`src/rtl/lcc_pkg.sv`:
```
package lcc_pkg;

    typedef enum logic [4:0] {
        ST_SETTLE,
        ST_DC_LO,
        ST_DC_HI,
        ST_DC_END,
        ST_DC_LAT_ON,
        ST_DC_LAT_MID,
        ST_DC_LAT_OFF,
        ST_DC_EXIT,
        ST_IDLE,
        ST_GS_LO,
        ST_GS_HI,
        ST_GS_END,
        ST_LAT_ON,
        ST_LAT_MID,
        ST_LAT_OFF,
        ST_XTRA_HI,
        ST_XTRA_LO
    } lcc_state_e;

endpackage

```
`src/rtl/lcc_tick_div.sv`:
```
// Half-period tick generator: one-cycle tick every max(half,1) system cycles.
module lcc_tick_div #(
    parameter int DIV_W = 8
) (
    input  logic             clk,
    input  logic             rst_n,
    input  logic [DIV_W-1:0] half,
    output logic             tick
);
    logic [DIV_W-1:0] cnt_d, cnt_q;
    logic [DIV_W-1:0] lim;

    always_comb begin
        lim   = (half == '0) ? DIV_W'(1) : half;
        tick  = (cnt_q >= lim - DIV_W'(1));
        cnt_d = tick ? '0 : cnt_q + DIV_W'(1);
    end

    always_ff @(posedge clk or negedge rst_n) begin
        if (!rst_n) cnt_q <= '0;
        else        cnt_q <= cnt_d;
    end

    AST_DIV_RESTART: assert property (@(posedge clk) disable iff (!rst_n)
        !tick |=> (cnt_q != '0));

endmodule

```
`src/rtl/lcc_word_ser.sv`:
```
// Walks a word array channel by channel, LSB first, one bit per advance.
module lcc_word_ser #(
    parameter int W  = 12,
    parameter int N  = 32,
    parameter int AW = $clog2(N + 1),
    parameter int BW = $clog2(W)
) (
    input  logic          clk,
    input  logic          rst_n,
    input  logic          clr,
    input  logic          adv,
    input  logic [W-1:0]  word,
    output logic [AW-1:0] addr,
    output logic          bit_o,
    output logic          last,
    output logic          done
);
    typedef struct packed {
        logic [AW-1:0] addr;
        logic [BW-1:0] pos;
    } ser_t;

    ser_t s_d, s_q;

    always_comb begin
        s_d = s_q;
        if (clr) begin
            s_d = '0;
        end else if (adv) begin
            if (s_q.pos == BW'(W - 1)) begin
                s_d.pos  = '0;
                s_d.addr = s_q.addr + AW'(1);
            end else begin
                s_d.pos = s_q.pos + BW'(1);
            end
        end
    end

    always_ff @(posedge clk or negedge rst_n) begin
        if (!rst_n) s_q <= '0;
        else        s_q <= s_d;
    end

    assign addr  = s_q.addr;
    assign bit_o = word[s_q.pos];
    assign last  = (s_q.addr == AW'(N - 1)) && (s_q.pos == BW'(W - 1));
    assign done  = (s_q.addr == AW'(N));

    AST_SER_NO_OVERRUN: assert property (@(posedge clk) disable iff (!rst_n)
        adv |-> !done);
    AST_SER_POS_RANGE: assert property (@(posedge clk) disable iff (!rst_n)
        s_q.pos <= BW'(W - 1));

endmodule

```
`src/rtl/led_chain_ctrl.sv`:
```
module led_chain_ctrl
    import lcc_pkg::*;
#(
    parameter int N_DEV        = 2,
    parameter int CH_PER_DEV   = 16,
    parameter int GS_W         = 12,
    parameter int DC_W         = 6,
    parameter int PWM_TICKS    = 4096,
    parameter int SETTLE_TICKS = 16,
    parameter int DIV_W        = 8,
    localparam int N_CH        = N_DEV * CH_PER_DEV,
    localparam int AW          = $clog2(N_CH + 1)
) (
    input  logic             clk,
    input  logic             rst_n,
    input  logic [DIV_W-1:0] half_period,
    input  logic             start,
    output logic             busy,
    output logic [AW-1:0]    dc_addr,
    input  logic [DC_W-1:0]  dc_word,
    output logic [AW-1:0]    gs_addr,
    input  logic [GS_W-1:0]  gs_word,
    output logic             ser_out,
    output logic             ser_clk,
    output logic             latch,
    output logic             blank,
    output logic             prog_sel,
    output logic             dc_prog,
    output logic             pwm_clk
);
    localparam int PW = $clog2(PWM_TICKS);
    localparam int SW = $clog2(SETTLE_TICKS + 1);

    typedef struct packed {
        lcc_state_e    st;
        logic          sclk;
        logic          gsclk;
        logic          sin;
        logic          xlat;
        logic          blank;
        logic          prog;
        logic          dcprog;
        logic          busy;
        logic          first;
        logic          shift;
        logic [PW-1:0] pwm;
        logic [SW-1:0] settle;
    } regs_t;

    localparam regs_t R_RST = '{
        st: ST_SETTLE, sclk: 1'b0, gsclk: 1'b0, sin: 1'b0, xlat: 1'b0,
        blank: 1'b1, prog: 1'b1, dcprog: 1'b0, busy: 1'b1, first: 1'b0,
        shift: 1'b0, pwm: '0, settle: '0
    };

    regs_t r_d, r_q;
    logic  tick;
    logic  dc_adv, gs_adv, gs_clr;
    logic  dc_bit, dc_last, dc_done;
    logic  gs_bit, gs_last, gs_done;

    lcc_tick_div #(.DIV_W(DIV_W)) u_div (
        .clk   (clk),
        .rst_n (rst_n),
        .half  (half_period),
        .tick  (tick)
    );

    lcc_word_ser #(.W(DC_W), .N(N_CH), .AW(AW)) u_dc_ser (
        .clk   (clk),
        .rst_n (rst_n),
        .clr   (1'b0),
        .adv   (dc_adv),
        .word  (dc_word),
        .addr  (dc_addr),
        .bit_o (dc_bit),
        .last  (dc_last),
        .done  (dc_done)
    );

    lcc_word_ser #(.W(GS_W), .N(N_CH), .AW(AW)) u_gs_ser (
        .clk   (clk),
        .rst_n (rst_n),
        .clr   (gs_clr),
        .adv   (gs_adv),
        .word  (gs_word),
        .addr  (gs_addr),
        .bit_o (gs_bit),
        .last  (gs_last),
        .done  (gs_done)
    );

    always_comb begin
        r_d    = r_q;
        dc_adv = 1'b0;
        gs_adv = 1'b0;
        gs_clr = 1'b0;
        unique case (r_q.st)
            ST_SETTLE: if (tick) begin
                if (r_q.settle == SW'(SETTLE_TICKS - 1)) begin
                    r_d.dcprog = 1'b1;
                    r_d.prog   = 1'b1;
                    r_d.st     = ST_DC_LO;
                end else begin
                    r_d.settle = r_q.settle + SW'(1);
                end
            end
            ST_DC_LO: if (tick) begin
                r_d.sclk = 1'b0;
                r_d.sin  = dc_bit;
                r_d.st   = ST_DC_HI;
            end
            ST_DC_HI: if (tick) begin
                r_d.sclk = 1'b1;
                dc_adv   = 1'b1;
                r_d.st   = dc_last ? ST_DC_END : ST_DC_LO;
            end
            ST_DC_END: if (tick) begin
                r_d.sclk = 1'b0;
                r_d.st   = ST_DC_LAT_ON;
            end
            ST_DC_LAT_ON: if (tick) begin
                r_d.xlat = 1'b1;
                r_d.st   = ST_DC_LAT_MID;
            end
            ST_DC_LAT_MID: if (tick) begin
                r_d.st = ST_DC_LAT_OFF;
            end
            ST_DC_LAT_OFF: if (tick) begin
                r_d.xlat = 1'b0;
                r_d.st   = ST_DC_EXIT;
            end
            ST_DC_EXIT: if (tick) begin
                r_d.dcprog = 1'b0;
                r_d.busy   = 1'b0;
                r_d.st     = ST_IDLE;
            end
            ST_IDLE: if (start) begin
                r_d.busy  = 1'b1;
                r_d.blank = 1'b0;
                r_d.pwm   = '0;
                gs_clr    = 1'b1;
                if (r_q.prog) begin
                    r_d.prog  = 1'b0;
                    r_d.first = 1'b1;
                end
                r_d.st = ST_GS_LO;
            end
            ST_GS_LO: if (tick) begin
                r_d.sclk  = 1'b0;
                r_d.gsclk = 1'b0;
                r_d.shift = !gs_done;
                r_d.sin   = gs_done ? 1'b0 : gs_bit;
                r_d.st    = ST_GS_HI;
            end
            ST_GS_HI: if (tick) begin
                r_d.gsclk = 1'b1;
                r_d.sclk  = r_q.shift;
                gs_adv    = r_q.shift;
                if (r_q.pwm == PW'(PWM_TICKS - 1)) begin
                    r_d.st = ST_GS_END;
                end else begin
                    r_d.pwm = r_q.pwm + PW'(1);
                    r_d.st  = ST_GS_LO;
                end
            end
            ST_GS_END: if (tick) begin
                r_d.sclk  = 1'b0;
                r_d.gsclk = 1'b0;
                r_d.blank = 1'b1;
                r_d.st    = ST_LAT_ON;
            end
            ST_LAT_ON: if (tick) begin
                r_d.xlat = 1'b1;
                r_d.st   = ST_LAT_MID;
            end
            ST_LAT_MID: if (tick) begin
                r_d.st = ST_LAT_OFF;
            end
            ST_LAT_OFF: if (tick) begin
                r_d.xlat = 1'b0;
                if (r_q.first) begin
                    r_d.st = ST_XTRA_HI;
                end else begin
                    r_d.busy = 1'b0;
                    r_d.st   = ST_IDLE;
                end
            end
            ST_XTRA_HI: if (tick) begin
                r_d.sclk = 1'b1;
                r_d.st   = ST_XTRA_LO;
            end
            ST_XTRA_LO: if (tick) begin
                r_d.sclk  = 1'b0;
                r_d.first = 1'b0;
                r_d.busy  = 1'b0;
                r_d.st    = ST_IDLE;
            end
            default: r_d = R_RST;
        endcase
    end

    always_ff @(posedge clk or negedge rst_n) begin
        if (!rst_n) r_q <= R_RST;
        else        r_q <= r_d;
    end

    assign busy     = r_q.busy;
    assign ser_out  = r_q.sin;
    assign ser_clk  = r_q.sclk;
    assign latch    = r_q.xlat;
    assign blank    = r_q.blank;
    assign prog_sel = r_q.prog;
    assign dc_prog  = r_q.dcprog;
    assign pwm_clk  = r_q.gsclk;

    AST_LATCH_BLANK: assert property (@(posedge clk) disable iff (!rst_n)
        r_q.xlat |-> r_q.blank);
    AST_DC_MODE: assert property (@(posedge clk) disable iff (!rst_n)
        r_q.dcprog |-> r_q.prog);
    AST_SIN_SETUP: assert property (@(posedge clk) disable iff (!rst_n)
        $rose(r_q.sclk) |-> $stable(r_q.sin));
    AST_PWM_IN_FRAME: assert property (@(posedge clk) disable iff (!rst_n)
        $rose(r_q.gsclk) |-> !r_q.blank);
    AST_BLANK_BUSY: assert property (@(posedge clk) disable iff (!rst_n)
        !r_q.blank |-> r_q.busy);
    AST_EXTRA_ONLY_FIRST: assert property (@(posedge clk) disable iff (!rst_n)
        ($rose(r_q.sclk) && r_q.blank) |-> (r_q.dcprog || r_q.first));
    AST_DC_COMPLETE: assert property (@(posedge clk) disable iff (!rst_n)
        (r_q.st == ST_IDLE) |-> dc_done);
    AST_GS_FINAL_BIT: assert property (@(posedge clk) disable iff (!rst_n)
        (gs_adv && gs_last) |=> gs_done);

endmodule

```
`config.mk`:
```
export PLATFORM = sky130hd
export DESIGN_NAME = led_chain_ctrl
export DESIGN_NICKNAME = d
export VERILOG_FILES = /design/src/rtl/lcc_pkg.sv /design/src/rtl/lcc_tick_div.sv /design/src/rtl/lcc_word_ser.sv /design/src/rtl/led_chain_ctrl.sv
export SDC_FILE = /design/constraint.sdc
export NUM_CORES = 1
export LEC_CHECK = 0
export BUFFER_PORTS_ARGS = -buffer_cell sky130_fd_sc_hd__buf_4
export CAP_MARGIN = 20
export CELL_PAD_IN_SITES_DETAIL_PLACEMENT = 0
export CELL_PAD_IN_SITES_GLOBAL_PLACEMENT = 1
export CORE_MARGIN = 2
export CORE_UTILIZATION = 30
export CTS_BUF_LIST = sky130_fd_sc_hd__clkbuf_16
export DETAILED_ROUTE_END_ITERATION = 6
export GPL_ROUTABILITY_DRIVEN = 0
export PLACE_DENSITY = 0.59
export SLEW_MARGIN = 20
export SYNTH_ARGS = -nofsm -noshare
export SYNTH_HDL_FRONTEND = slang
export SYNTH_SLANG_ARGS = --single-unit
export TNS_END_PERCENT = 30
```
`constraint.sdc`:
```
create_clock -name clk -period 5.1 [get_ports clk]
set_input_delay 0.51 -clock clk [delete_from_list [all_inputs] [get_ports clk]]
set_output_delay 0.51 -clock clk [all_outputs]
set_load 0.05 [all_outputs]
```
* Yosys cells after proc, flatten, opt, wreduce, memory -nomap -nowiden *
Cells that the tools add are included.

storage, ports and cells
  register bits = 59
  input port bits = 29
  output and inout bits = 20

cells by class
  add/sub/neg operators = 8
  order comparisons = 3
  equal/unequal tests = 46
  multiplexer cells = 69
  bitwise operators = 12
  reduce and logical (&&, ||, !) cells = 35

operators with widths
  kind                   number
  $reduce_or 15->1       6
  $pmux 5 s17            1
  $mux 5                 12
  $eq 5x4->1 const B     9
  $ne 2x2->1 const B     22
  $mux 12                3
  $mux 6                 6
  $pmux 12 s3            1
  $reduce_or 16->1       2
  $reduce_or 13->1       2
  $mux 8                 3
  $eq 5x3->1 const B     4
  $mux 10                2
  $reduce_and 4->1       5
  $pmux 1 s3             6
  $reduce_and 18->1      1
  $mux 1                 16
  $mux 2                 7
  $mux 7                 2
  $reduce_or 14->1       1
  $add 12x1->12 const B  1
  $add 6x1->6 const B    2
  $eq 12x12->1 const B   1
  $not 1->1              12
  36 further kinds       46

* Depth between registers and ports, before layout *
  word-level depth = 8
  mapped depth = 18
  gate-level depth less buffers = 16

* Modules after synthesis *
A second synthesis with hierarchy kept.

unflattened totals
  cells, all modules = 451
  area, all modules = 4070.2 sq um

by module, submodules not included
  module                   times used  cells an instance  area an instance (sq um)
  led_chain_ctrl           1           250                2115.8
  lcc_word_ser (u_gs_ser)  1           69                 693.2
  lcc_tick_div             1           69                 661.9
  lcc_word_ser (u_dc_ser)  1           63                 599.3

* Worst setup path after synthesis *
OpenSTA, ideal clock, no wires.

  kind = input-to-reg
  from = in half_period[3]
  to = reg r_q[0] in the netlist's numbering
  library setup time = 0.104 ns
  data arrival time = 3.279 ns
  setup slack = 1.717 ns
  cell stages on the path = 16
  cell sequence = nor2_1 > nand2_1 > or3_1 > o21bai_1 > inv_1 > ha_1 > nand2_1 > nor3_1 > xnor2_1 > ha_1 > nand2_1 > o21a_1 > clkbuf_1 > a21oi_1 > o21ai_0 > a221oi_1

on the way
  word-level cells in the longest chain between the ends = 6

ends and longest elaborated chain
  item                          line                   text
  start, declared               led_chain_ctrl.sv:16   input logic [DIV_W-1:0] half_period,
  $logic_not 8->1               lcc_tick_div.sv:14     lim = (half == '0) ? DIV_W'(1) : half;
  $mux 8 *                      lcc_tick_div.sv:14
  $sub 8x1->8 *                 lcc_tick_div.sv:15     tick = (cnt_q >= lim - DIV_W'(1));
  $ge 8x8->1 *                  lcc_tick_div.sv:15
  $ne 2x2->1 (no line) *        --
  $reduce_and 3->1 (no line) *  --
  end signal, assigned          led_chain_ctrl.sv:205  else r_q <= r_d;
  end, declared                 led_chain_ctrl.sv:56   regs_t r_d, r_q;

Mark *: on every way between the ends. The rest lies on a longest branch, timed or not.
A chain may end at the register's enable or synchronous reset.

* Worst setup path after layout *
  from = in half_period[3]
  to = reg r_q[8] in the netlist's numbering

on the way
  word-level cells in the longest chain between the ends = 6

ends and longest elaborated chain
  item                          line
  $logic_not 8->1               lcc_tick_div.sv:14
  $mux 8 *                      lcc_tick_div.sv:14
  $sub 8x1->8 *                 lcc_tick_div.sv:15
  $ge 8x8->1 *                  lcc_tick_div.sv:15
  $ne 2x2->1 (no line) *        --
  $reduce_and 4->1 (no line) *  --

Marked as above.

==> impl_metrics.py <==
metrics = {
    "outcome": {
        "status": "finished clean",
    },
    "floorplanning": {
        "fp.coreArea_mm2": 0.01272,
        "die_h_um": 118.8,
        "die_x_um": 118.8,
        "start_util": 0.3109,
        "rows": 41,
        "die_area_mm2": 0.01412,
        "pin_count": 49,
    },
    "worst_setup_path": {
        "critPathKind": "input pin to flip-flop",
        "required_ns": 5.35,
        "timing.rr.start": "r_q[30]",
        "worst-r2r-cell-count": 6,
        "worst_setup_path_start_kind": "input pin",
        "r2r_end": "r_q[15]",
        "arrival_ns": 4.14,
        "reg2reg_slack_ns": 2.32,
        "crit_path_end_kind": "flip-flop",
        "crit_fanout": 20,
    },
    "routing": {
        "wl_per_cell_um": 15.85,
        "drt-initial-drc-count": 173,
        "firstDrtPassIters": 4,
        "avgViaCountPerCell": 5.261,
        "route.antenna.remaining_nets": 0,
        "drc": 0,
        "vias": 3367,
        "wl_um": 10150,
    },
    "final_layout": {
        "layout-drive-gt1-share": 0.1838,
        "fillers": 1348,
        "stdcell_area_mm2": 0.004613,
        "final_cells": 640,
        "multi_input_area_mm2": 0.002231,
        "layout_commonest_cell": "dfrtp_1",
        "seq_area_mm2": 0.001480,
        "final_util": 0.3626,
        "layout_common_cells": "dfrtp_1, buf_4, nand2_1",
        "syn2layout_area_growth_pct": 16.64,
        "insertedDiodeCount": 0,
        "fin_nets": 512,
    },
    "sta": {
        "worst_pin_slew_ns": 0.8598,
        "fin_crit_ns": 3.891,
        "hold_ws_ns": 0.2666,
        "maxSlewHeadroom": 0.4268,
        "fin_ws_ns": 1.209,
        "fmax_mhz": 257.0,
        "drv_slew": 0,
        "finalCritPeriodShare": 0.7630,
        "setup_viol": 0,
        "final-hold-violation-count": 0,
        "rsz0062_at_grt": "no",
        "setup_tns_ns": 0,
        "fin_worst_skew_ns": 0.006548,
    },
    "placement": {
        "hpwl_um": 6926,
        "dp_slack_ns": 0.8598,
        "io_buffer_count": 48,
        "place_area_mm2": 0.004373,
        "dpl.cell_count": 627,
    },
    "synthesis": {
        "syn_inst": 438,
        "yosys.area_share.adder": 0.05378,
        "synth_compound_area_frac": 0.1990,
        "yosysWarnings": 0,
        "synthMuxAreaShare": 0.06232,
        "ys_seq_area_frac": 0.3742,
        "synth-seq-cells": 59,
        "syn_area_mm2": 0.003955,
        "synth_cell_types": 66,
        "syn-mean-instance-area_um2": 9.030,
        "synth_top_family_by_area": "simple AND/OR/NAND/NOR gates",
        "synth-simple-area-share": 0.1999,
        "async_flop_share": 1.000,
        "syn_nets": 484,
        "synthXorXnorAreaFrac": 0.04650,
        "synth_edf_count": 0,
        "synth_ff_type": "dfrtp_1",
    },
    "job": {
        "cap_violations": 0,
    },
    "worst_hold_path": {
        "hold_class": "input pin to asynchronous set/reset pin",
    },
    "power_and_ir_drop": {
        "powerDensity_mw_per_mm2": 422.3,
        "power.leakage_nw": 1.918,
        "peakVddDrop_mv": 0.2166,
        "p_total_mw": 1.948,
    },
    "clocking": {
        "cts-htree-levels": 3,
        "worstSkewPairLatency_ns": 0.33,
        "cts.sinks": 59,
        "cts_tree": "done",
        "root_buffer": "clkbuf_16",
        "cts_hold_buf": 0,
        "numCtsBuffers": 9,
        "clk_pin_slew_ns": 0.05,
        "cts_setup_buffers": 0,
        "clk_path_buf_depth": 2,
        "cts_resized": 0,
    },
    "grt": {
        "grt_pass1_wl_um": 17110,
        "grt_use_total": 0.1508,
        "grt-ovfl-total": 0,
        "grt_pass1_vias": 3266,
        "antenna_found_initial": 0,
        "grt_start_max_net_pins": 60,
    },
}
layout make-up:
class,instances,share of cell area
Sequential cell,59,0.3209
Inverter,15,0.01221
Clock buffer,9,0.04882
Timing Repair Buffer,52,0.08462
Multi-Input combinational cell,329,0.4836
Clock inverter,4,0.003255
Tap cell,172,0.04665
registers in the layout, summed over array words and instances (netlist names):
register / cells
r_q: 24
u_div.cnt_q: 8
u_dc_ser.addr: 6
u_gs_ser.addr: 6
u_gs_ser.s_q: 4
u_dc_ser.s_q: 3
blank: 1
busy: 1
dc_prog: 1
latch: 1
prog_sel: 1
pwm_clk: 1
ser_clk: 1
ser_out: 1
kinds of logic (layout without fill, tap and decap cells):
logic type,after synthesis,after routing
simple gates,152,152
fa+ha+maj,17,17
compound gates,120,120
flops,59,59
buf+inv,50,80
mux,19,19
xor+xnor,21,21
critical path, stage by stage:
cell,delay [ns]
buf_4,0.12
nor2_1,0.14
nand2_1,0.08
or3_1,0.32
o21bai_1,0.23
inv_1,0.09
ha_1,0.22
nand2_1,0.10
nor3_1,0.06
xnor2_1,0.19
ha_1,0.28
nand2_1,0.06
o21a_1,0.56
nand2_1,0.21
o21ai_2,0.62
o21ai_0,0.20
a21oi_1,0.15
worst max-delay path by stage:
stage                         from  endpoint
global route        half_period[3]   r_q[14]
detailed placement  half_period[3]   r_q[10]
CTS                 half_period[3]   r_q[10]
global placement    half_period[3]   r_q[27]
floorplan           half_period[3]    r_q[0]
finish              half_period[3]    r_q[8]
power breakdown:
part	internal [mW]	leakage, nW	switching, mW
registers	0.569	0.763	0.158
logic	0.281	1.03	0.426
clock network	0.313	0.128	0.201
total	1.16	1.92	0.785
metal layers:
layer,vias up,wire (um),global-route usage
li1,1665,-,-
met1,1633,4995,0.2166
met2,65,4659,0.2328
met3,4,415,0.02634
met4,0,74,0.04241
met5,-,0,0
cell usage after synthesis, drive strengths merged (5+ instances only):
| cell type | number | area, um2 |
|---|---|---|
| ha | 17 | 212.7 |
| mux2i | 10 | 100.1 |
| nor4 | 5 | 37.53 |
| o31ai | 7 | 52.55 |
| nand4 | 8 | 50.05 |
| nand2 | 38 | 142.6 |
| a21oi | 38 | 205.2 |
| o21ai | 25 | 128.9 |
| nor2 | 33 | 123.9 |
| mux2 | 5 | 56.30 |
| clkbuf | 16 | 60.06 |
| nor3 | 9 | 45.04 |
| or4 | 6 | 45.04 |
| and3 | 6 | 37.54 |
| or3 | 8 | 50.05 |
| inv | 15 | 56.30 |
| dfrtp | 56 | 1401 |
| nand3 | 17 | 85.08 |
| xnor2 | 13 | 113.9 |
| a31oi | 7 | 43.79 |
| and2 | 5 | 33.78 |
| o22ai | 6 | 37.54 |
| buf | 19 | 137.6 |
| xor2 | 8 | 70.07 |
(Power assumes the default switching activity.)
